[src/rtl/snapread_pkg.sv]
package snapread_pkg;
   // Index width that never collapses to zero bits.
   function automatic int idx_width(input int count);
      return (count <= 2) ? 1 : $clog2(count);
   endfunction

   function automatic bit is_pow2(input int v);
      return (v > 0) && ((v & (v - 1)) == 0);
   endfunction
endpackage

[src/rtl/sr_sync.sv]
module sr_sync #(
   parameter int STAGES = 2,
   parameter int W      = 1
) (
   input  logic         clk,
   input  logic         rst_n,
   input  logic [W-1:0] d,
   output logic [W-1:0] q
);
   logic [W-1:0] chain [STAGES];

   if (STAGES < 2) begin : g_bad_stages
      $error("sr_sync: STAGES must be at least 2");
   end

   for (genvar s = 0; s < STAGES; s++) begin : g_stage
      always_ff @(posedge clk or negedge rst_n) begin
         if (!rst_n)
            chain[s] <= '0;
         else if (s == 0)
            chain[s] <= d;
         else
            chain[s] <= chain[s-1];
      end
   end

   assign q = chain[STAGES-1];
endmodule

[src/rtl/sr_latch_ctl.sv]
module sr_latch_ctl #(
   parameter int MIN_SYNC = 2
) (
   input  logic clk,
   input  logic rst_n,
   input  logic sync_s,
   input  logic sync_fall,
   input  logic cs_act,
   input  logic cs_rise,
   output logic load
);
   localparam int CW = $clog2(MIN_SYNC + 1);
   localparam logic [CW-1:0] LIMIT = CW'(MIN_SYNC);

   logic [CW-1:0] width_cnt;
   logic          armed;

   if (MIN_SYNC < 1) begin : g_bad_min
      $error("sr_latch_ctl: MIN_SYNC must be at least 1");
   end

   // Saturating width counter; counts only while idle and sync high.
   always_ff @(posedge clk or negedge rst_n) begin
      if (!rst_n)
         width_cnt <= '0;
      else if (!sync_s || cs_act)
         width_cnt <= '0;
      else if (width_cnt < LIMIT)
         width_cnt <= width_cnt + 1'b1;
   end

   assign armed = (width_cnt >= LIMIT);
   assign load  = armed && ((sync_fall && !cs_act) || (cs_rise && sync_s));
endmodule

[src/rtl/sr_store.sv]
module sr_store #(
   parameter int NREC  = 8,
   parameter int REC_W = 32
) (
   input  logic                  clk,
   input  logic                  rst_n,
   input  logic                  load,
   input  logic [NREC*REC_W-1:0] live_i,
   output logic [NREC*REC_W-1:0] held_o
);
   for (genvar k = 0; k < NREC; k++) begin : g_rec
      always_ff @(posedge clk or negedge rst_n) begin
         if (!rst_n)
            held_o[k*REC_W +: REC_W] <= '0;
         else if (load)
            held_o[k*REC_W +: REC_W] <= live_i[k*REC_W +: REC_W];
      end
   end

   p_frozen_r9: assert property (@(posedge clk) disable iff (!rst_n)
      !load |=> $stable(held_o))
      else $error("held records changed without a snapshot");
endmodule

[src/rtl/sr_shifter.sv]
module sr_shifter
   import snapread_pkg::*;
#(
   parameter int NREC  = 8,
   parameter int REC_W = 32
) (
   input  logic                  clk,
   input  logic                  rst_n,
   input  logic                  cs_act,
   input  logic                  sync_s,
   input  logic                  step,
   input  logic [NREC*REC_W-1:0] held_i,
   output logic                  sdo
);
   localparam int BIT_W = idx_width(REC_W);
   localparam int IDX_W = idx_width(NREC);
   localparam logic [BIT_W-1:0] LAST_BIT = BIT_W'(REC_W - 1);
   localparam logic [IDX_W-1:0] LAST_REC = IDX_W'(NREC - 1);

   logic [BIT_W-1:0] bit_idx;
   logic [IDX_W-1:0] rec_idx;
   logic             done;
   logic [REC_W-1:0] words [NREC];
   logic [REC_W-1:0] cur_word;
   logic [BIT_W-1:0] pick;

   for (genvar k = 0; k < NREC; k++) begin : g_word
      assign words[k] = held_i[k*REC_W +: REC_W];
   end

   always_ff @(posedge clk or negedge rst_n) begin
      if (!rst_n) begin
         bit_idx <= '0;
         rec_idx <= '0;
         done    <= 1'b0;
      end else if (!cs_act || sync_s) begin
         bit_idx <= '0;
         rec_idx <= '0;
         done    <= 1'b0;
      end else if (step && !done) begin
         if (bit_idx == LAST_BIT) begin
            bit_idx <= '0;
            if (rec_idx == LAST_REC)
               done <= 1'b1;
            else
               rec_idx <= rec_idx + 1'b1;
         end else begin
            bit_idx <= bit_idx + 1'b1;
         end
      end
   end

   assign cur_word = words[rec_idx];
   assign pick     = LAST_BIT - bit_idx;
   assign sdo      = cs_act && !done && cur_word[pick];

   p_advance_r4: assert property (@(posedge clk) disable iff (!rst_n)
      (cs_act && !sync_s && step && !done && bit_idx != LAST_BIT)
      |=> bit_idx == BIT_W'($past(bit_idx) + 1'b1))
      else $error("bit position did not advance");

   p_done_hold_r5: assert property (@(posedge clk) disable iff (!rst_n)
      (done && cs_act && !sync_s) |=> done)
      else $error("end-of-read state left while selected");

   p_realign_r6: assert property (@(posedge clk) disable iff (!rst_n)
      (cs_act && sync_s) |=> (bit_idx == '0 && rec_idx == '0 && !done))
      else $error("sync did not return position to start");

   p_abort_r8: assert property (@(posedge clk) disable iff (!rst_n)
      !cs_act |=> (bit_idx == '0 && rec_idx == '0 && !done))
      else $error("position not cleared while deselected");
endmodule

[src/rtl/snap_serial_reader.sv]
module snap_serial_reader
   import snapread_pkg::*;
#(
   parameter int NREC        = 8,
   parameter int REC_W       = 32,
   parameter int MIN_SYNC    = 2,
   parameter int SYNC_STAGES = 2
) (
   input  logic                  clk,
   input  logic                  rst_n,
   input  logic                  sync_i,
   input  logic                  cs_n_i,
   input  logic                  sclk_i,
   input  logic [NREC*REC_W-1:0] rec_i,
   output logic                  sdo_o
);
   if (!is_pow2(NREC) || NREC < 2) begin : g_bad_nrec
      $error("snap_serial_reader: NREC must be a power of two, at least 2");
   end
   if (!is_pow2(REC_W) || REC_W < 2) begin : g_bad_recw
      $error("snap_serial_reader: REC_W must be a power of two, at least 2");
   end

   logic       sync_s, cs_act, sclk_s;
   logic       sync_p, cs_p, sclk_p;
   logic       sync_fall, cs_rise, step, load;
   logic [NREC*REC_W-1:0] held;

   sr_sync #(.STAGES(SYNC_STAGES), .W(3)) u_sync (
      .clk   (clk),
      .rst_n (rst_n),
      .d     ({sync_i, ~cs_n_i, sclk_i}),
      .q     ({sync_s, cs_act, sclk_s})
   );

   always_ff @(posedge clk or negedge rst_n) begin
      if (!rst_n) begin
         sync_p <= 1'b0;
         cs_p   <= 1'b0;
         sclk_p <= 1'b0;
      end else begin
         sync_p <= sync_s;
         cs_p   <= cs_act;
         sclk_p <= sclk_s;
      end
   end

   assign sync_fall = sync_p && !sync_s;
   assign cs_rise   = cs_act && !cs_p;
   assign step      = sclk_s && !sclk_p;

   sr_latch_ctl #(.MIN_SYNC(MIN_SYNC)) u_latch (
      .clk       (clk),
      .rst_n     (rst_n),
      .sync_s    (sync_s),
      .sync_fall (sync_fall),
      .cs_act    (cs_act),
      .cs_rise   (cs_rise),
      .load      (load)
   );

   sr_store #(.NREC(NREC), .REC_W(REC_W)) u_store (
      .clk    (clk),
      .rst_n  (rst_n),
      .load   (load),
      .live_i (rec_i),
      .held_o (held)
   );

   sr_shifter #(.NREC(NREC), .REC_W(REC_W)) u_shift (
      .clk    (clk),
      .rst_n  (rst_n),
      .cs_act (cs_act),
      .sync_s (sync_s),
      .step   (step),
      .held_i (held),
      .sdo    (sdo_o)
   );

   p_load_once_r7: assert property (@(posedge clk) disable iff (!rst_n)
      load |=> !load)
      else $error("snapshot taken on two consecutive cycles");
endmodule

[config.mk]
export PLATFORM = sky130hd
export DESIGN_NAME = snap_serial_reader
export DESIGN_NICKNAME = d
export VERILOG_FILES = /design/src/rtl/snapread_pkg.sv /design/src/rtl/sr_sync.sv /design/src/rtl/sr_latch_ctl.sv /design/src/rtl/sr_store.sv /design/src/rtl/sr_shifter.sv /design/src/rtl/snap_serial_reader.sv
export SDC_FILE = /design/constraint.sdc
export NUM_CORES = 1
export LEC_CHECK = 0
export BUFFER_PORTS_ARGS = -buffer_cell sky130_fd_sc_hd__buf_4
export CAP_MARGIN = 20
export CORE_MARGIN = 10
export CORE_UTILIZATION = 30
export CTS_CLUSTER_SIZE = 24
export DETAILED_ROUTE_END_ITERATION = 8
export SLEW_MARGIN = 40
export SYNTH_ARGS = -nofsm -noshare
export SYNTH_HDL_FRONTEND = slang
export SYNTH_SLANG_ARGS = --single-unit
[constraint.sdc]
create_clock -name clk -period 2.8 [get_ports clk]
set_clock_uncertainty 0.1 [all_clocks]
set_input_delay 0.14 -clock clk [delete_from_list [all_inputs] [get_ports clk]]
set_output_delay 0.14 -clock clk [all_outputs]
set_load 0.01 [all_outputs]
==> run_results.csv <==
group,metric,value,unit
clocking,path_clk_slew,0.06,ns
detailed_routing,vias,9259,
synthesis,yosys.area_share.simple,0.0247,
grt,grt_use_met2,0.272,
synthesis,synth_nets,1070,
clocking,root_buffer,"clkbuf_16",
pwr,p_int,10400,uW
clocking,htree_levels,2,
critical_path,cp-end-kind,"output port",
floorplanning,die-area,50000,um^2
worst_hold_path,whs_path_depth,2,
timing,worst_slew_pin_slew,0.755,ns
synthesis,synthTopCellsByArea,"dfrtp_1 56%, mux2_2 24%, mux4_2 9.4%, mux2i_1 3.0%, clkbuf_1 1.1%",
floorplanning,die_h,224,um
critical_path,crit_slowest_cell,"dfrtp_4",
synthesis,synth_top_area_share,0.555,
worst_hold_path,min_path_type,"in2reg",
synthesis,yosysWarnings,0,
critical_path,crit_chain,"buf_12 > mux4_2 > mux4_2 > o211a_4 > o32ai_2 > buf_4 > o22ai_2 > buf_6",
pwr,p_switching,3700,uW
synthesis,muxShareOfSynthArea,0.360,
critical_path,critPathLaunchType,"flip-flop",
synthesis,synth_adder_area_share,0.00503,
pwr,switching_share,0.264,
final_layout,layout_commonest_cell,"buf_4",
critical_path,r2r_cells,7,
synthesis,ys_seq_area_frac,0.555,
detailed_routing,firstDrtPassIters,4,
status,violations,"negative setup slack",
critical_path,crit_top_cell,"mux4_2",
final_layout,nFillCells,3523,
grt,grt_max_degree,93,
final_layout,syn_to_final_growth,57.1,%
timing,finalWorstSetupSlack,-0.435,ns
critical_path,max_stage_delay,0.55,ns
grt,grt_antenna_before_repair,4,
status,status,"finished, violations left",
place,place_area,15500,um^2
grt,grt_pass1_vias,10400,
pwr,p_leak,0.00840,uW
timing,min_period,3.23,ns
critical_path,reg2reg_to,"u_shift.rec_idx[1]$_DFFE_PN0P_",
critical_path,worstSetupPathType,"reg2out",
place,dp_slack,-0.125,ns
timing,hold_ws,0.172,ns
critical_path,crit_fanout,8,
place,io_buffer_count,261,
timing,finalHoldViolCount,0,
floorplanning,core_area,40900,um^2
timing,fin_crit_sh,1.16,
critical_path,rrSetupSlack,0.27,ns
run,drv_cap,0,
synthesis,synth_cell_types,42,
timing,setup_violations,1,
detailed_routing,post_drt_wl_per_cell,21.4,um
grt,grt_use_met1,0.203,
timing,rsz0062_at_grt,"true",
synthesis,synth_compound_area_frac,0.0316,
synthesis,syn-cell-area,12400,um^2
floorplanning,rows,74,
worst_hold_path,holdPathEnd,"u_sync.chain[3]$_DFF_PN0_",
final_layout,drive_gt1_frac,0.523,
pwr,sequentialPowerShare,0.460,
critical_path,r2r_start,"u_shift.bit_idx[0]$_DFFE_PN0P_",
floorplanning,start_util,0.304,
worst_hold_path,hold_path_startpoint,"sclk_i",
synthesis,synth-seq-cells,276,
floorplanning,die_x,224,um
pwr,power_frac_clock,0.302,
floorplanning,ioPinCount,262,
synthesis,syn_inst,804,
critical_path,worstPathArrival,2.99,ns
pwr,irDropWorstVdd,0.415,mV
final_layout,nets,1644,
final_layout,final_util,0.477,
synthesis,yosysTopAreaCell,"dfrtp_1",
detailed_routing,ant_nets,0,
grt,grt_overflow_total,0,
timing,fmax,309,MHz
timing,drv_slew,0,
clocking,insertion_delay,0.53,ns
clocking,cts_tree,"built",
synthesis,syn_area_per_cell,15.5,um^2
timing,setup_tns,-0.435,ns
grt,grt_use_met3,0.0352,
critical_path,critical_path_required,2.56,ns
clocking,cts_buffer_depth,3,
final_layout,stdcell_area,19500,um^2
clocking,cts_buffers,34,
timing,slew_headroom,0.496,
final_layout,final_cell_mix,"304 x buf_4, 273 x dfrtp_1, 261 x dlygate4sd3_1",
place,place_congestion,0.769,
detailed_routing,wirelength,41400,um
detailed_routing,viasPerCell,4.78,
grt,busiest_layer,"met2",
pwr,power_density,719,nW/um^2
grt,grtUsageTotal,0.162,
place,hpwl,28500,um
grt,grt_pass1_wl,62800,um
synthesis,synthXorXnorAreaFrac,0.00141,
detailed_routing,dr.first_iter.drc_count,543,
synthesis,synth_top_family_by_area,"multiplexers",
detailed_routing,drc_errors,0,
clocking,clock-sinks,276,
pwr,combPwrFrac,0.238,
[through the flow]
step | std cells | power (uW)
2_1_floorplan | 804 | 8200
3_3_place_gp | 1603 | 9350
3_5_place_dp | 1603 | 9470
4_1_cts | 1925 | 14200
5_1_grt | 1935 | 14800
6_report | 1937 | 14100
[synthesized netlist by cell type (all sizes together)]
cell and instances:
dfrtp 276, mux2 261, mux4 52, mux2i 37, clkbuf 36, nor2 20, buf 19, a221oi 16
a21oi 11, nand2b 9, nor2b 6, o21ai 6, ha 5, nand3 5, a211oi 4, a22oi 4
inv 4, o31ai 4, and2 3, nand2 3, nor3b 3, a31oi 2, nand3b 2, o32ai 2
or3b 2, a311oi 1, a41oi 1, and3 1, clkinv 1, nand4 1, nor3 1, o211a 1
o211ai 1, o22ai 1, or4b 1, xnor2 1, xor2 1
[flip-flops by register name, summed over array words and instances (netlist names)]
signal	cells
u_store.held_o	256
sync_p	1
u_shift.bit_idx	5
u_shift.rec_idx	3
u_sync.q	3
cs_p	1
u_sync.chain	3
u_latch.width_cnt	2
u_shift.done	1
sclk_p	1
[timing repair]
action / in CTS / in global routing
hold buffers: 260 / 1
hold endpoints to repair: 346 / 22
pin swaps: 6 / 8
buffers inserted: 2 / 5
resized for setup: 32 / 12
setup endpoints to repair: 1 / 1
gates cloned: 2 / 0
[layout make-up]
class	instances	area (um^2)	area share
well taps	532	666	0.0341
clock inverters	13	98.8	0.00506
multi-input cells	468	5440	0.278
inverters	5	18.8	0.000961
diodes	5	12.5	0.000640
repair buffers	593	5420	0.277
clock buffers	45	963	0.0493
flip-flops and latches	276	6920	0.354
[cells by family after synthesis]
group / after synthesis
AOI/OAI and AO/OA: 54
xor gates and xnor gates: 2
adders and majority gates: 5
buffers and inverters: 60
DFF: 276
muxes: 350
and+or+nand+nor: 57
[worst max-delay path by stage]
stage / startpoint / to / slack, ns / cells past startpoint
floorplan: u_shift.rec_idx[0]$_DFFE_PN0P_ / sdo_o / 0.40 / 8
detailed placement: u_shift.rec_idx[0]$_DFFE_PN0P_ / sdo_o / -0.13 / 8
CTS: u_shift.rec_idx[0]$_DFFE_PN0P_ / sdo_o / -0.52 / 8
global route: u_shift.rec_idx[0]$_DFFE_PN0P_ / sdo_o / -0.53 / 8
finish: u_shift.rec_idx[0]$_DFFE_PN0P_ / sdo_o / -0.43 / 8
global placement: u_shift.rec_idx[1]$_DFFE_PN0P_ / sdo_o / -0.08 / 8
[power by group through the flow]
stage          clock [uW]  combinational, uW  sequential (uW)
5_1_grt              4530               3630             6660
4_1_cts              4380               3340             6480
2_1_floorplan           0               2110             6100
3_5_place_dp            0               2940             6530
3_3_place_gp            0               2850             6500
6_report             4250               3340             6470
[worst max-delay path: cells and delay by family (launching register included)]
kind	cells	cell delay (ns)
AO/OA/AOI/OAI	3	0.43
buffers and inverters	3	0.47
flip-flops	1	0.55
multiplexers	2	1.01
[per-layer routing]
metal  up-vias  wire, um
met2       214     20700
met5         -         0
li1       4182         -
met4         0       936
met1      4801     17800
met3        62      1990
(Power assumes the default switching activity.)
